==> config.mk <==
export PLATFORM = sky130hd
export DESIGN_NAME = key_matrix_port
export DESIGN_NICKNAME = d
export VERILOG_FILES = /design/src/rtl/key_matrix_port.sv
export SDC_FILE = /design/constraint.sdc
export NUM_CORES = 1
export LEC_CHECK = 0
export ABC_AREA = 1
export BUFFER_PORTS_ARGS = -buffer_cell sky130_fd_sc_hd__buf_2
export CAP_MARGIN = 20
export CORE_AREA = 3 3 40 42
export DETAILED_ROUTE_END_ITERATION = 10
export DIE_AREA = 0 0 43 45
export PLACE_DENSITY = 0.57
export SLEW_MARGIN = 20
export SYNTH_ARGS = -nofsm -noshare
export SYNTH_HDL_FRONTEND = slang
export SYNTH_SLANG_ARGS = --single-unit
==> constraint.sdc <==
create_clock -name clk -period 1 [get_ports clk]
set_input_delay 0 -clock clk [delete_from_list [all_inputs] [get_ports clk]]
set_output_delay 0 -clock clk [all_outputs]
set_load 0.01 [all_outputs]
==> src/rtl/key_matrix_port.sv <==
module key_matrix_port #(
  parameter bit IDLE_ALL_PRESSED = 1'b0
) (
  input  logic       clk,
  input  logic       rst_n,
  input  logic       wr_en,
  input  logic [7:0] wr_data,
  input  logic [7:0] key_down,
  output logic [7:0] rd_data,
  output logic       key_irq
);

  logic [1:0] sel_q;
  logic [3:0] nib;
  logic       any_now, any_q, irq_q;

  always_ff @(posedge clk) begin
    if (!rst_n)     sel_q <= 2'b00;
    else if (wr_en) sel_q <= wr_data[5:4];
  end

  always_comb begin
    unique case (sel_q)
      2'b01:   nib = key_down[3:0];
      2'b10:   nib = key_down[7:4];
      2'b00:   nib = key_down[3:0] | key_down[7:4];
      default: nib = IDLE_ALL_PRESSED ? 4'hF : 4'h0;
    endcase
  end

  assign any_now = |nib;
  assign rd_data = {2'b11, sel_q, ~nib};

  always_ff @(posedge clk) begin
    if (!rst_n) begin
      any_q <= 1'b0;
      irq_q <= 1'b0;
    end else begin
      any_q <= any_now;
      irq_q <= any_now & ~any_q;
    end
  end

  assign key_irq = irq_q;

  AST_SEL_LOAD: assert property (@(posedge clk) disable iff (!rst_n)
    wr_en |=> rd_data[5:4] == $past(wr_data[5:4]));
  AST_SEL_HOLD: assert property (@(posedge clk) disable iff (!rst_n)
    !wr_en |=> $stable(rd_data[5:4]));
  AST_IRQ_SINGLE: assert property (@(posedge clk) disable iff (!rst_n)
    key_irq |=> !key_irq);
  AST_IRQ_CAUSE: assert property (@(posedge clk) disable iff (!rst_n)
    key_irq |-> $past(rd_data[3:0]) != 4'hF);
  AST_IRQ_QUIET: assert property (@(posedge clk) disable iff (!rst_n)
    (rd_data[3:0] == 4'hF) |=> !key_irq);

endmodule

==> results of run 1 <==
==> cell usage after synthesis <==
| master | n |
|---|---|
| inv_1 | 6 |
| nor2_1 | 2 |
| nand2_1 | 12 |
| buf_4 | 2 |
| nand2_2 | 2 |
| o21ai_0 | 2 |
| inv_2 | 2 |
| a21oi_1 | 2 |
| nor2_2 | 1 |
| dfxtp_1 | 4 |
| conb_1 | 1 |
==> registers in the layout, summed over array words and instances, names as in the netlist <==
| name | flops |
|---|---|
| any_q | 1 |
| sel_q | 2 |
| key_irq | 1 |
==> what timing repair did <==
action                                  CTS  global route
hold buffers                              1             0
endpoints found under the hold margin     1             0
endpoints found under the setup margin    0             6
resized for setup                         0            11
==> layout make-up <==
class | count | area [um^2] | share of cell area [%]
Timing Repair Buffer | 20 | 105.1 | 27.63
Clock buffer | 3 | 22.52 | 5.921
Inverter | 8 | 35.03 | 9.211
Sequential cell | 4 | 82.58 | 21.71
Multi-Input combinational cell | 23 | 116.4 | 30.59
Tap cell | 15 | 18.77 | 4.934
==> layer usage <==
layer,up-vias,global-route usage (%)
met5,-,0
met4,0,5.422
met3,2,3.187
met2,19,7.485
met1,92,8.393
li1,148,-
==> critical path: stages (launching register included) <==
cell and delay, ns:
dfxtp_2 0.32, inv_4 0.07, nand2_1 0.07, nand2_2 0.08, inv_1 0.03, buf_2 0.13
==> power by group <==
group          internal, W  switching (W)  total (W)
logic            0.0000571      0.0000694   0.000126
clock network     0.000134      0.0000584   0.000192
registers         0.000173     0.00000657   0.000179
total             0.000363       0.000134   0.000498
==> logic make-up after synthesis <==
family / Yosys count
buf+inv: 10
simple gates: 17
other cells: 1
flops: 4
compound gates: 4
==> placed cells by master, fill, tap and decap left out <==
cell type and instances:
nor2_2 3, a21oi_1 2, nand2_2 7, inv_1 6, nand2_1 7, dfxtp_2 2
o21ai_0 2, inv_4 2, buf_2 19, dfxtp_1 2, dlygate4sd3_1 1, conb_1 2
clkbuf_4 3
==> stage by stage <==
stage / hold slack [ns] / area, um^2
after floorplan: 0.1103 / 224.0
after global placement: 0.2349 / 322.8
after detailed placement: 0.2379 / 322.8
after CTS: 0.04837 / 355.3
after global routing: 0.09290 / 380.4
final: 0.05482 / 380.4
==> worst max-delay path by stage <==
| stage | startpoint | end | slack (ns) | cells past startpoint |
|---|---|---|---|---|
| 2_1_floorplan | sel_q[0] | any_q | 0.1 | 7 |
| 3_3_place_gp | sel_q[0] | any_q | 0.08 | 7 |
| 3_5_place_dp | sel_q[0] | any_q | 0.08 | 7 |
| 4_1_cts | sel_q[0] | rd_data[3] | 0.05 | 5 |
| 5_1_grt | sel_q[1] | any_q | -0.01 | 7 |
| 6_report | sel_q[1] | rd_data[2] | 0.07 | 5 |
==> results by group, run 1 <==
Worst setup path
  • Signal arrival time at the worst endpoint: 0.93 ns
  • Critical path type: flop to output port
  • Critical path launch point type: flop
  • Beginning of the worst register-to-register path: sel_q[1]
  • FF-to-FF setup slack: 0.09 ns
  • Crit Path Max Fanout: 5
  • FF-to-FF path depth: 7
  • Reg-to-reg endpoint: any_q
  • Crit end category: output port
  • CP required: 1.00 ns

Route
  • Max layer used: met4
  • Met3 wire len: 94 um
  • Routed met2 length: around 210 um
  • Routed WL: approximately 550 um
  • Detailed Routing Iterations Pass 1: 1
  • M1 WL: approximately 230 um
  • Post-route antenna net violation count: 0
  • DR WL/cell: 7.534 um
  • Vias/cell: about 3.6
  • Post-route DRC: 0
  • Via Count: approximately 260
  • 1st-iter DRT viols: 0

Placed design
  • Dpl ws: 0.08019 ns
  • GPL Wtd Cong: 0.6549
  • Port bufs: 19
  • DP HPWL: 445.2 um
  • Placed Cells: 69

Finish
  • Area Growth Syn to Fin: 72.73%
  • Fillers: between 150 and 200
  • Ant. Diodes: 0
  • Final core occ: 29.60%
  • Fin cells: 73
  • Layout cells sized above 1: 62.07%
  • Nets@finish: 79

Timing
  • Setup violators final: 0
  • Clk_skew: 0.001010 ns
  • Final min period: 0.9285 ns
  • Final max-slew violation count: 0
  • RSZ-0062 raised after global routing: yes
  • Final clock period utilization by the worst path: 92.85%
  • Setup WS post-layout: ~0.07 ns
  • Fmax: roughly 1.1 GHz
  • Final hold violation count: 0
  • Post-Route Setup TNS: 0 ns

Yosys
  • Adder-cell area share of the yosys netlist: 0%
  • Mux contribution to synthesized area: 0%
  • Synth Area in XOR/XNOR: 0%
  • Area of the mapped netlist: roughly 220 um^2
  • Synth Area in Compound Gates: a little under a tenth
  • Mapped Cells: 36
  • Post-synthesis sequential area ratio: 36.36%
  • Netlist cell types: 11
  • Largest family of logic cells by synthesized area: simple AND/OR/NAND/NOR gates
  • Ranking of synthesized cells by area: dfxtp_1 (36%), nand2_1 (20%), inv_1 (10%)
  • Synth Area per Inst: 6.117 um^2
  • FF+latch count, synth: 4
  • Synth top area share: approximately 36%
  • Simple-gate share of the synthesized area: 32.39%
  • Yosys top cell by area: dfxtp_1
  • Synth warn: 0

Clock network
  • CTS Buf Count: 3
  • Htree depth: 1
  • Clock Latency Late Sink: 0.23 ns
  • CTS tree: yes
  • Clock transition at the registers of the reported paths: roughly 0.04 ns
  • Clock Path Buffers: 2
  • CTS root buf: clkbuf_4
  • Clk sinks: 4
  • Post-CTS Setup Repair Bufs: 0

Global route
  • Antenna violations before repair: 0
  • Remaining global-route overflow: 0
  • Largest net degree at the start of global routing: 6
  • Vias in the first global route: about 200
  • GRT Total Usage: 6.401%
  • First-pass GRT wire length: 876 um

Floorplan
  • Cell row count: 13
  • Initial Util: 17.14%
  • Die H: approximately 45 um
  • Die Wd: about 43 um
  • Area of the core: between 1000 and 1500 um^2
  • I/O Pins: 28
  • Die ar.: 1935 um^2

Power
  • Worst VDD drop: 284.3 uV
  • Pwr dens: 1309 nW/um^2
  • Leakage: 0.2339 nW
  • Power Total: 0.0004978 W

Min path
  • WHS Endpoint: sel_q[0]
  • Hold Crit Start: wr_en
  • Hold Crit Depth: 3
  • Worst hold-check path type: primary input to flop

Status
  • Status: finished clean

Flow run
  • Max-Cap Viols: 0
Power figures use the tool's default switching activity.
==> run 2: changes to the inputs <==
- GPL_TIMING_DRIVEN: default -> 0
==> results by group, run 2 (same netlist as run 1, synthesis figures left out) <==
Status
  • Status: finished clean (unchanged)

Placed design
  • Dpl ws: 0.07274 ns (was 0.08019 ns)
  • Port bufs: 19 (unchanged)
  • DP HPWL: 449.8 um (was 445.2 um)
  • GPL Wtd Cong: 0.6559 (was 0.6549)

Worst setup path
  • Crit Path Max Fanout: 5 (unchanged)
  • Worst stage delay on the critical path: 0.32 ns (about the same)
  • Crit path max-delay family: flip-flops (unchanged)
  • CP required: 1.00 ns (about the same)
  • Critical-path cell list: inv_4 -> nand2_1 -> nand2_2 -> inv_1 -> buf_2 (unchanged)
  • Crit-path slowest cell: dfxtp_2 (unchanged)
  • Critical path type: flop to output port (unchanged)
  • Signal arrival time at the worst endpoint: 0.92 ns (was 0.93 ns)
  • WP buf/inv: 3 (unchanged)
  • Crit end category: output port (unchanged)
  • Critical path launch point type: flop (unchanged)

Route
  • Detailed Routing Iterations Pass 1: 4 (was 1)
  • Via Count: 260 (was 261)
  • Routed WL: 569 um (was 550 um)
  • M1 WL: 255 um (was 230 um)
  • Post-route DRC: 0 (unchanged)
  • 1st-iter DRT viols: 6 (was 0)
  • Post-route antenna net violation count: 0 (unchanged)
  • Max layer used: met3 (was met4)
  • Routed met2 length: 224 um (was 208 um)
  • Vias/cell: 3.514 (was 3.575)
  • DR WL/cell: 7.689 um (was 7.534 um)
  • Met3 wire len: 89 um (was 94 um)

Clock network
  • Post-CTS Resized: 0 (unchanged)
  • CTS tree: yes (unchanged)
  • CTS root buf: clkbuf_4 (unchanged)
  • Clock Latency Late Sink: 0.23 ns (about the same)
  • Htree depth: 1 (unchanged)
  • CTS Buf Count: 3 (unchanged)
  • Clock Path Buffers: 2 (unchanged)
  • Clk sinks: 4 (unchanged)
  • Cts-stage hold buffer count: 0 (was 1)
  • Post-CTS Setup Repair Bufs: 0 (unchanged)
  • Clock transition at the registers of the reported paths: 0.04 ns (about the same)

Finish
  • Nets@finish: 80 (was 79)
  • Commonest non-fill, non-tap cells in the layout: buf_2 (19), nand2_2 (9), inv_1 (6) (was buf_2 (19), nand2_1 (7), nand2_2 (7))
  • Area Growth Syn to Fin: 76.14% (was 72.73%)
  • Layout cells sized above 1: 66.10% (was 62.07%)
  • Most common cell after layout, fill and taps aside: buf_2 (unchanged)
  • Max FFs per register: 2 (unchanged)
  • Ant. Diodes: 0 (unchanged)
  • Biggest register: sel_q (unchanged)

Timing
  • Final max-slew violation count: 0 (unchanged)
  • Clk_skew: 0.002002 ns (was 0.001010 ns)
  • Post-Route Setup TNS: 0 ns (unchanged)
  • Final clock period utilization by the worst path: 92.20% (was 92.85%)
  • Final min period: 0.9220 ns (was 0.9285 ns)
  • Setup violators final: 0 (unchanged)
  • Fmax: 1.085 GHz (was 1.077 GHz)
  • Final hold violation count: 0 (unchanged)
  • Setup WS post-layout: 0.07795 ns (was 0.07154 ns)
  • RSZ-0062 raised after global routing: yes (unchanged)

Power
  • Power Internal: 0.0003666 W (was 0.0003635 W)
  • Pwr dens: 1294 nW/um^2 (was 1309 nW/um^2)
  • Net Sw Frac: 26.93% (was 26.98%)
  • Combinational share of power: 26.1% (was 25.4%)
  • Clock power share: 38.2% (was 38.6%)
  • Leakage: 0.2384 nW (was 0.2339 nW)
  • Sw power: 0.0001351 W (was 0.0001343 W)
  • Sequential Power Share: 35.7% (was 36.0%)
  • Worst VDD drop: 300.8 uV (was 284.3 uV)

Global route
  • GRT Total Usage: 6.739% (was 6.401%)
  • Antenna violations before repair: 0 (unchanged)
  • Remaining global-route overflow: 0 (unchanged)
  • First-pass GRT wire length: 952 um (was 876 um)
  • Vias in the first global route: 228 (was 204)
  • Largest net degree at the start of global routing: 6 (unchanged)

Floorplan
  • Cell row count: 13 (unchanged)
  • Die Wd: 43 um (unchanged)
  • Area of the core: 1285 um^2 (unchanged)
  • I/O Pins: 28 (unchanged)
  • Die ar.: 1935 um^2 (unchanged)
  • Initial Util: 17.14% (unchanged)
  • Die H: 45 um (unchanged)

Flow run
  • Max-Cap Viols: 0 (unchanged)

Min path
  • Worst hold-check path type: primary input to flop (unchanged)
-- run 2: cell types whose count changed in the layout (fill, tap and decap cells not counted) --
cell / before / now
nor2_2: 3 / 2
nor2_1: 0 / 1
dlygate4sd3_1: 1 / 0
nand2_2: 7 / 9
buf_4: 0 / 2
nand2_1: 7 / 5
-- run 2: worst paths after layout --
| check | from | end | slack (ns) | depth (start not counted) |
|---|---|---|---|---|
| setup / recovery | sel_q[0] | rd_data[1] | 0.08 | 5 |
| hold / removal | rst_n | any_q | 0.005 | 3 |
| setup reg to reg | sel_q[0] | any_q | 0.11 | 7 |
| hold reg to reg | any_q | key_irq | 0.40 | 1 |
-- run 2: power groups by stage --
stage	Clock, W	Sequential, W	Combinational (W)
after detailed placement	0	0.000178	0.000118
after CTS	0.000194	0.000176	0.000118
after global routing	0.000225	0.000180	0.000150
after floorplan	0	0.000183	0.0000607
after global placement	0	0.000179	0.000116
final	0.000192	0.000179	0.000131
-- run 2: layer usage --
layer | global-route usage (%) | vias up
met3 | 1.992 | 0
met4 | 5.422 | 0
met5 | 0 | -
met1 | 9.375 | 96
met2 | 8.383 | 17
li1 | - | 147
-- run 2: area by class of cell --
cell class / count / area, um^2
Sequential cell: 4 / 82.58
Fill cell: 153 / 897.1
Multi-Input combinational cell: 23 / 118.9
Inverter: 8 / 35.03
Clock buffer: 3 / 22.52
Timing Repair Buffer: 19 / 95.09
Buffer: 2 / 15.01
Tap cell: 15 / 18.77
-- run 2: worst min-delay path, cell delays in order --
cell and delay [ns]:
buf_2 0.10, nand2_2 0.06, inv_1 0.04
-- run 2: through the flow --
stage          hold WS, ns  cells  util (%)  area, um^2   power, W
4_1_cts           0.007689     74     28.04       360.3  0.0004884
5_1_grt            0.02794     74     30.19       387.9  0.0005554
2_1_floorplan       0.1103     37         -       224.0  0.0002436
6_report          0.004718     74     30.19       387.9  0.0005017
3_3_place_gp        0.2344     71     26.29       337.8  0.0002949
3_5_place_dp        0.2410     71     26.29       337.8  0.0002962
==> run 3: changes to the inputs <==
- ABC_AREA: 1 -> default
- PLACE_DENSITY: 0.57 -> 0.59
- SETUP_SLACK_MARGIN: default -> 0.3
- TNS_END_PERCENT: default -> 100
==> results by group, run 3 <==
Status
  • Status: complete, but fails checks (was finished clean)
  • Failing checks: negative setup slack

Worst setup path
  • CP required: 1.00 ns (about the same)
  • Signal arrival time at the worst endpoint: 1.03 ns (was 0.92 ns)
  • FF-to-FF setup slack: -0.03 ns (was 0.11 ns)
  • Critical path launch point type: flop (unchanged)
  • Critical path type: flop to output port (unchanged)
  • Crit end category: output port (unchanged)
  • Crit Path Max Fanout: 5 (unchanged)

Floorplan
  • Area of the core: 1285 um^2 (unchanged)
  • Initial Util: 18.70% (was 17.14%)
  • I/O Pins: 28 (unchanged)
  • Die H: 45 um (unchanged)
  • Cell row count: 13 (unchanged)
  • Die Wd: 43 um (unchanged)
  • Die ar.: 1935 um^2 (unchanged)

Timing
  • Post-Route Setup TNS: -0.09848 ns (was 0 ns)
  • Setup violators final: 4 (was 0)
  • Final hold violation count: 0 (unchanged)
  • Setup WS post-layout: -0.02650 ns (was 0.07795 ns)
  • Final clock period utilization by the worst path: 102.7% (was 92.20%)
  • Clk_skew: 0.004553 ns (was 0.002002 ns)
  • Fmax: 0.9742 GHz (was 1.085 GHz)
  • Final max-slew violation count: 0 (unchanged)
  • RSZ-0062 raised after global routing: yes (unchanged)
  • Final min period: 1.027 ns (was 0.9220 ns)

Finish
  • Ant. Diodes: 0 (unchanged)
  • Area Growth Syn to Fin: 89.58% (was 76.14%)
  • Final core occ: 35.44% (was 30.19%)
  • Max FFs per register: 2 (unchanged)
  • Layout cells sized above 1: 67.31% (was 66.10%)
  • Biggest register: sel_q (unchanged)
  • Final Cell Area: 455.4 um^2 (was 387.9 um^2)
  • Commonest non-fill, non-tap cells in the layout: buf_2 (17), nor2b_2 (3), nor2b_1 (3), buf_4 (3), clkbuf_4 (3) (was buf_2 (19), nand2_2 (9), inv_1 (6))
  • Most common cell after layout, fill and taps aside: buf_2 (unchanged)
  • Nets@finish: 72 (was 80)

Placed design
  • Port bufs: 19 (unchanged)
  • GPL Wtd Cong: 0.6468 (was 0.6559)
  • Post-Place Cell Area: 387.9 um^2 (was 337.8 um^2)
  • DP HPWL: 520.7 um (was 449.8 um)

Route
  • Post-route DRC: 0 (unchanged)
  • Post-route antenna net violation count: 0 (unchanged)
  • Detailed Routing Iterations Pass 1: 1 (was 4)
  • Via Count: 265 (was 260)
  • Vias/cell: 3.955 (was 3.514)
  • Routed WL: 603 um (was 569 um)
  • DR WL/cell: 9.000 um (was 7.689 um)
  • 1st-iter DRT viols: 0 (was 6)

Yosys
  • FF+latch count, synth: 4 (unchanged)
  • Mapped Cells: 27 (was 36)
  • Most common library cells after synthesis: nor2b_1 (7), dfxtp_1 (4), a21oi_1 (3) (was nand2_1 (12), inv_1 (6), dfxtp_1 (4))
  • Mux contribution to synthesized area: 8.333% (was 0%)
  • Synth Area in XOR/XNOR: 0% (unchanged)
  • Simple-gate share of the synthesized area: 27.08% (was 32.39%)
  • Area of the mapped netlist: 240.2 um^2 (was 220.2 um^2)
  • Synth Area in Compound Gates: 21.88% (was 9.091%)
  • Post-synth ARST share: 0% (unchanged)
  • Synth top area share: 33.33% (was 36.36%)
  • Synth warn: 0 (unchanged)
  • Primary FF master, synth: dfxtp_1 (unchanged)
  • Adder-cell area share of the yosys netlist: 0% (unchanged)
  • Ranking of synthesized cells by area: dfxtp_1 (33%), nor2b_1 (18%), a2111oi_2 (13%) (was dfxtp_1 (36%), nand2_1 (20%), inv_1 (10%))
  • Top-count cell post-synth: nor2b_1 (was nand2_1)
  • Largest family of logic cells by synthesized area: simple AND/OR/NAND/NOR gates (unchanged)
  • Synth Area per Inst: 8.897 um^2 (was 6.117 um^2)
  • Yosys top cell by area: dfxtp_1 (unchanged)
  • Post-synthesis sequential area ratio: 33.33% (was 36.36%)
  • EDFF count, synth: 0 (unchanged)
  • Netlist cell types: 12 (was 11)

Clock network
  • Clock Latency Late Sink: 0.23 ns (about the same)
  • Clock transition at the registers of the reported paths: 0.04 ns (about the same)
  • Cts-stage hold buffer count: 0 (unchanged)
  • CTS Buf Count: 3 (unchanged)
  • Clock Path Buffers: 2 (unchanged)
  • CTS root buf: clkbuf_4 (unchanged)
  • CTS tree: yes (unchanged)
  • Htree depth: 1 (unchanged)
  • Clk sinks: 4 (unchanged)

Min path
  • Worst hold-check path type: primary input to flop (unchanged)

Power
  • Power Internal: 0.0003965 W (was 0.0003666 W)
  • Clock power share: 40.6% (was 38.2%)
  • Sw power: 0.0001463 W (was 0.0001351 W)
  • Pwr dens: 1192 nW/um^2 (was 1294 nW/um^2)
  • Sequential Power Share: 32.7% (was 35.7%)
  • Worst VDD drop: 413.1 uV (was 300.8 uV)
  • Net Sw Frac: 26.95% (was 26.93%)
  • Power Total: 0.0005428 W (was 0.0005017 W)
  • Leakage: 0.2137 nW (was 0.2384 nW)
  • Combinational share of power: 26.7% (was 26.1%)

Flow run
  • Max-Cap Viols: 0 (unchanged)

Global route
  • First-pass GRT wire length: 945 um (was 952 um)
  • Vias in the first global route: 250 (was 228)
  • Remaining global-route overflow: 0 (unchanged)
  • GRT Total Usage: 6.761% (was 6.739%)
  • Largest net degree at the start of global routing: 6 (unchanged)
  • Antenna violations before repair: 0 (unchanged)
run 3: metrics by stage:
stage / std cells / setup WS, ns / hold slack, ns
after CTS: 67 / -0.04488 / 0.02373
after global placement: 62 / -0.02163 / 0.2618
after floorplan: 28 / 0.02279 / 0.08153
after detailed placement: 62 / -0.02974 / 0.2706
after global routing: 67 / -0.09073 / 0.03576
final: 67 / -0.02650 / 0.02558
run 3: critical path: stages (launching register included):
cell	delay, ns
dfxtp_4	0.36
and2b_1	0.21
nor2_1	0.09
buf_2	0.13
run 3: cell type report:
cell class / count / area [um^2]
inverter: 1 / 3.754
timing repair buffer: 20 / 115.1
fill: 145 / 829.5
tap: 15 / 18.77
multi-input combinational: 21 / 188.9
sequential: 4 / 87.58
clock buffer: 4 / 26.28
buffer: 2 / 15.01
run 3: cells by family (layout without fill, tap and decap cells):
kind of cell | count (synthesis) | after routing
mux | 2 | 2
flops | 4 | 4
other cells | 1 | 2
simple gates | 11 | 11
buf+inv | 3 | 27
compound gates | 6 | 6
run 3: layer usage:
metal,track usage (%),share of wire (%),vias up
met4,5.422,0,0
met2,11.38,56,11
met1,6.796,33,117
met3,2.390,11,0
met5,0,0,-
li1,-,-,137
run 3: path summary, 6_finish.rpt:
| path | start | end | cells past startpoint |
|---|---|---|---|
| setup reg to reg | sel_q[1] | any_q | 3 |
| setup / recovery | sel_q[1] | rd_data[3] | 3 |
| hold reg to reg | any_q | key_irq | 2 |
| hold / removal | wr_data[5] | sel_q[1] | 3 |
run 3: timing repair:
item                                    in CTS  in global routing
endpoints found under the setup margin       8                  9
pin swaps                                    0                  0
gates resized for setup                      6                  3
setup buffers                                1                  0
gates cloned                                 0                  0
run 3: power groups by stage:
| stage | Combinational [W] | Sequential (W) | Clock, W |
|---|---|---|---|
| CTS | 0.000142 | 0.000177 | 0.000232 |
| finish | 0.000145 | 0.000178 | 0.000220 |
| detailed placement | 0.000130 | 0.000180 | 0 |
| floorplan | 0.0000743 | 0.000182 | 0 |
| global placement | 0.000128 | 0.000180 | 0 |
| global route | 0.000159 | 0.000179 | 0.000243 |
